$ cat src/rtl/rx_wm_pause_gen.sv
module rx_wm_pause_gen #(
  parameter int CNT_W  = 15,
  parameter int INC_W  = 11,
  parameter int HI_RST = 15360,
  parameter int LO_RST = 8192
) (
  input  logic             clk,
  input  logic             rst_n,
  input  logic [INC_W-1:0] wr_bytes,
  input  logic [INC_W-1:0] rd_bytes,
  input  logic             cfg_we,
  input  logic [CNT_W-1:0] cfg_hi,
  input  logic [CNT_W-1:0] cfg_lo,
  input  logic             cfg_en,
  input  logic             req_ack,
  output logic [CNT_W-1:0] occupancy,
  output logic             paused,
  output logic             req_valid,
  output logic [15:0]      req_time
);
  localparam logic [CNT_W:0]   OCC_MAX = {1'b0, {CNT_W{1'b1}}};
  localparam logic [15:0]      T_HALT  = 16'hFFFF;
  localparam logic [15:0]      T_GO    = 16'h0000;

  logic [CNT_W-1:0] hi_q, lo_q, lo_eff;
  logic             en_q;
  logic [CNT_W:0]   sum, diff;
  logic [CNT_W-1:0] occ_nxt;
  logic             go_halt, go_resume;

  assign sum  = {1'b0, occupancy} + (CNT_W+1)'(wr_bytes);
  assign diff = sum - (CNT_W+1)'(rd_bytes);

  always_comb begin
    if ((CNT_W+1)'(rd_bytes) > sum) occ_nxt = '0;
    else if (diff > OCC_MAX)        occ_nxt = OCC_MAX[CNT_W-1:0];
    else                            occ_nxt = diff[CNT_W-1:0];
  end

  assign lo_eff    = (lo_q < hi_q) ? lo_q : ((hi_q == '0) ? '0 : hi_q - 1'b1);
  assign go_halt   = !req_valid && en_q && !paused && (occupancy >= hi_q);
  assign go_resume = !req_valid && paused && (!en_q || (occupancy < lo_eff));

  always_ff @(posedge clk or negedge rst_n) begin
    if (!rst_n) begin
      occupancy <= '0;
      hi_q      <= CNT_W'(HI_RST);
      lo_q      <= CNT_W'(LO_RST);
      en_q      <= 1'b1;
      paused    <= 1'b0;
      req_valid <= 1'b0;
      req_time  <= T_GO;
    end else begin
      occupancy <= occ_nxt;
      if (cfg_we) begin
        hi_q <= cfg_hi;
        lo_q <= cfg_lo;
        en_q <= cfg_en;
      end
      if (req_valid && req_ack) begin
        req_valid <= 1'b0;
      end else if (go_halt) begin
        paused    <= 1'b1;
        req_valid <= 1'b1;
        req_time  <= T_HALT;
      end else if (go_resume) begin
        paused    <= 1'b0;
        req_valid <= 1'b1;
        req_time  <= T_GO;
      end
    end
  end
endmodule


$ cat config.mk
export PLATFORM = sky130hd
export DESIGN_NAME = rx_wm_pause_gen
export DESIGN_NICKNAME = d
export VERILOG_FILES = /design/src/rtl/rx_wm_pause_gen.sv
export SDC_FILE = /design/constraint.sdc
export NUM_CORES = 1
export LEC_CHECK = 0
export ABC_CLOCK_PERIOD_IN_PS = 3900
export BUFFER_PORTS_ARGS = -buffer_cell sky130_fd_sc_hd__buf_2
export CELL_PAD_IN_SITES_DETAIL_PLACEMENT = 1
export CELL_PAD_IN_SITES_GLOBAL_PLACEMENT = 2
export CORE_AREA = 2 2 120 122
export CTS_CLUSTER_SIZE = 30
export DETAILED_ROUTE_END_ITERATION = 10
export DIE_AREA = 0 0 122 124
export GPL_ROUTABILITY_DRIVEN = 0
export GPL_TIMING_DRIVEN = 0
export PLACE_DENSITY_LB_ADDON = 0.05
export SLEW_MARGIN = 20
export SYNTH_ARGS = -nofsm -noshare
export SYNTH_HDL_FRONTEND = slang
export SYNTH_SLANG_ARGS = --single-unit
$ cat constraint.sdc
create_clock -name clk -period 3.9 [get_ports clk]
set_input_delay 0 -clock clk [delete_from_list [all_inputs] [get_ports clk]]
set_output_delay 0 -clock clk [all_outputs]
set_load 0.02 [all_outputs]
==> impl_metrics.yaml <==
run_status:
  outcome: "finished, final reports clean"
clocking:
  clock-sinks: 48
  worstSkewPairLatency_ns: 0.29
  htreeDepth: 2
  clockRootBuffer: "clkbuf_16"
  cts_buffers: 5
  cts_tree: "built"
  clk_path_buf_depth: 2
  clkTransAtPathRegs_ns: 0.06
job:
  maxCapViolations: 0
detailed_routing:
  dr.first_iter.drc_count: 126
  wire_per_inst_um: 17.3
  wl_um: 14300
  post_drt_via_cell_ratio: 5.05
  vias: 4181
  drc: 0
  dr.pass1.iters: 4
  postRouteAntennaNets: 0
yosys:
  synth_fp_nets: 633
  ys_warn_count: 0
  ys.flop_type: "dfrtp_1"
  syn_avg_cell_area_um2: 9.15
  synth_largest_area_cell: "dfrtp_1"
  syn-cell-area_um2: 4640
  synth_cell_types: 65
  async_flop_share_pct: 100
  synth.ff_latch_count: 48
  synth-edff-count: 0
  seq_area_frac_synth_pct: 26.1
  yosysTopAreaCellShare_pct: 22.7
  synthCells: 507
  yosys-top-cells-area: "dfrtp_1 (23%), ha_1 (18%), xnor2_1 (4.2%)"
finish:
  layout.nets: 773
  fillers: 1630
  drive_above_1_share_pct: 31.6
  n_antenna_cell: 0
  area_growth_pct: 29.5
  instances_no_fill: 828
  utilization_pct: 43.8
global_route:
  overflow: 0
  grt_start_max_net_pins: 49
  grt_pass1_wl_um: 22800
  grt_pass1_vias: 4558
  antenna_found_initial: 0
  track_usage_pct: 19.1
sta:
  period_share_pct: 95.6
  worst_slew_pin_slew_ns: 0.714
  period_needed_ns: 3.73
  setup_viol_count_final: 0
  final.setup_skew_ns: 0.00505
  finalHoldViolations: 0
  slew_viol_final: 0
  fmax_ghz: 0.268
  fin_ws_ns: 0.172
  slew-limit-headroom_pct: 52.0
critical_path:
  crit_slowest_cell: "or4b_4"
  crit_family: "compound AO/OA/AOI/OAI gates"
  critical_path.cell_chain: "ha_4 > inv_2 > fa_2 > nor2b_4 > o31a_1 > buf_4 > o41ai_4 > a21oi_2 > a31oi_1 > ha_1 > a21o_1 > a21oi_4 > or4b_4 > o31ai_2 > xnor2_1 > a21oi_2"
  worstSetupPathType: "register to register"
  cp-end-kind: "register"
  slowest_delay_ns: 0.49
  arrival_ns: 3.91
  critical_path.most_common_cell: "a21oi_2"
  worstPathRequired_ns: 4.08
  critical_path_buf_inv_count: 2
  start_kind: "register"
  worstPathMaxFanout: 7
min_path:
  hp-class: "input pin to register"
die:
  die_area_um2: 15100
  fp.dieW_um: 122
  core-area_um2: 13700
  num_io_pins: 90
  start_util_pct: 33.8
  die_h_um: 124
  rows: 43
place:
  portBuffers: 88
  dp.cells: 775
  dpl.hpwl_um: 11300
  place_ws_ns: -0.422
pwr:
  power.leakage_uw: 0.00287
  p_total_uw: 4900
  vdd_drop_max_mv: 0.390
  power.density_nw_per_um2: 817
cell usage in the layout (no fill, tap or decap), types with 8 or more instances in the layout:
cell type and n:
buf_4 28, ha_1 65, o21a_1 8, nand4_1 9, mux2i_1 13, a21oi_1 23, a21oi_2 14, nand3_1 10
xnor2_1 22, o21ai_0 32, nand2b_1 8, nand2_1 32, a21o_1 17, buf_2 89, mux2_2 17, dfrtp_1 39
inv_1 34, dlygate4sd3_1 32, nor2_1 27
cells in the mapped netlist (all sizes together), types with 2 or more instances:
library cell and n:
a31oi 8, o21a 8, nor2 29, and3 3, nand3 10, o21bai 2
a211oi 3, nand4 9, dfstp 6, nand2 34, ha 67, o2111ai 2
xor2 8, nor2b 6, nor4 7, o41ai 3, xnor2 22, nor3 8
clkbuf 7, buf 20, or3 2, a21o 17, a41o 2, nor4b 2
mux2i 14, a21oi 38, o31a 2, a211o 3, inv 39, nand2b 8
a31o 4, mux2 17, fa 2, dfrtp 42, o21ai 39
area by class of cell:
cell class | count | area, um^2 | share of cell area [%]
Multi-Input combinational cell | 393 | 3210 | 53.4
Sequential cell | 48 | 1210 | 20.2
Timing Repair Buffer | 133 | 868 | 14.5
Tap cell | 180 | 225 | 3.75
Buffer | 27 | 183 | 3.04
Inverter | 39 | 146 | 2.44
Clock buffer | 6 | 129 | 2.15
Clock inverter | 2 | 35.0 | 0.583
cell families (layout without fill, tap and decap cells):
| logic type | count (synthesis) | in the layout | synth area share, % |
|---|---|---|---|
| fa+ha+maj | 69 | 69 | 18.9 |
| simple gates | 123 | 123 | 13.9 |
| mux | 31 | 31 | 7.15 |
| compound gates | 140 | 140 | 21.1 |
| flops | 48 | 48 | 26.1 |
| xor+xnor | 30 | 30 | 5.83 |
| buf+inv | 66 | 207 | 7.01 |
through the flow:
stage,hold WS [ns],setup TNS [ns],instance area [um^2]
finish,0.0106,0,6000
global route,0.0438,-0.0271,6000
CTS,0.0188,0,5850
detailed placement,0.216,-4.56,5300
global placement,0.208,-3.09,5300
floorplan,-0.296,0,4640
path summary, 6_finish.rpt:
kind	startpoint	to	slack, ns	depth (start not counted)
min reg2reg	lo_q[9]$_DFFE_PN0P_	lo_q[9]$_DFFE_PN0P_	0.55	1
max	occupancy[0]$_DFF_PN0_	occupancy[13]$_DFF_PN0_	0.17	16
min in group asynchronous	rst_n	hi_q[5]$_DFFE_PN0P_	0.26	2
max reg2reg	occupancy[0]$_DFF_PN0_	occupancy[13]$_DFF_PN0_	0.17	16
max in group asynchronous	rst_n	occupancy[1]$_DFF_PN0_	3.15	2
min	rd_bytes[0]	occupancy[0]$_DFF_PN0_	0.01	3
report_power, final:
part / internal (uW) / leakage, uW / switching (uW)
registers: 654 / 0.000557 / 241
logic: 1640 / 0.00223 / 1880
clock network: 302 / 0.0000808 / 184
total: 2590 / 0.00287 / 2310
routing by layer:
metal	vias up	wire length, um	global-route usage (%)
li1	2102	-	-
met1	2021	6470	23.1
met2	49	7410	36.6
met3	9	257	1.65
met4	0	149	4.45
met5	-	0	0
timing repair:
action / in CTS / in global routing
pin swaps: 3 / 11
hold buffers: 32 / 0
setup buffers: 3 / 9
resized for setup: 11 / 26
endpoints found under the hold margin: 73 / 0
endpoints found under the setup margin: 17 / 17
gates cloned: 0 / 1
flip-flops by register name, indices dropped and copies added, names as in the netlist:
signal / count
occupancy: 15
hi_q: 15
lo_q: 15
en_q: 1
req_valid: 1
req_time: 1
worst min-delay path: cells and delay by family:
kind	cells	cell delay (ns)
fa+ha+maj	1	0.13
buf+inv	1	0.08
compound gates	1	0.06
(Power assumes the default switching activity.)
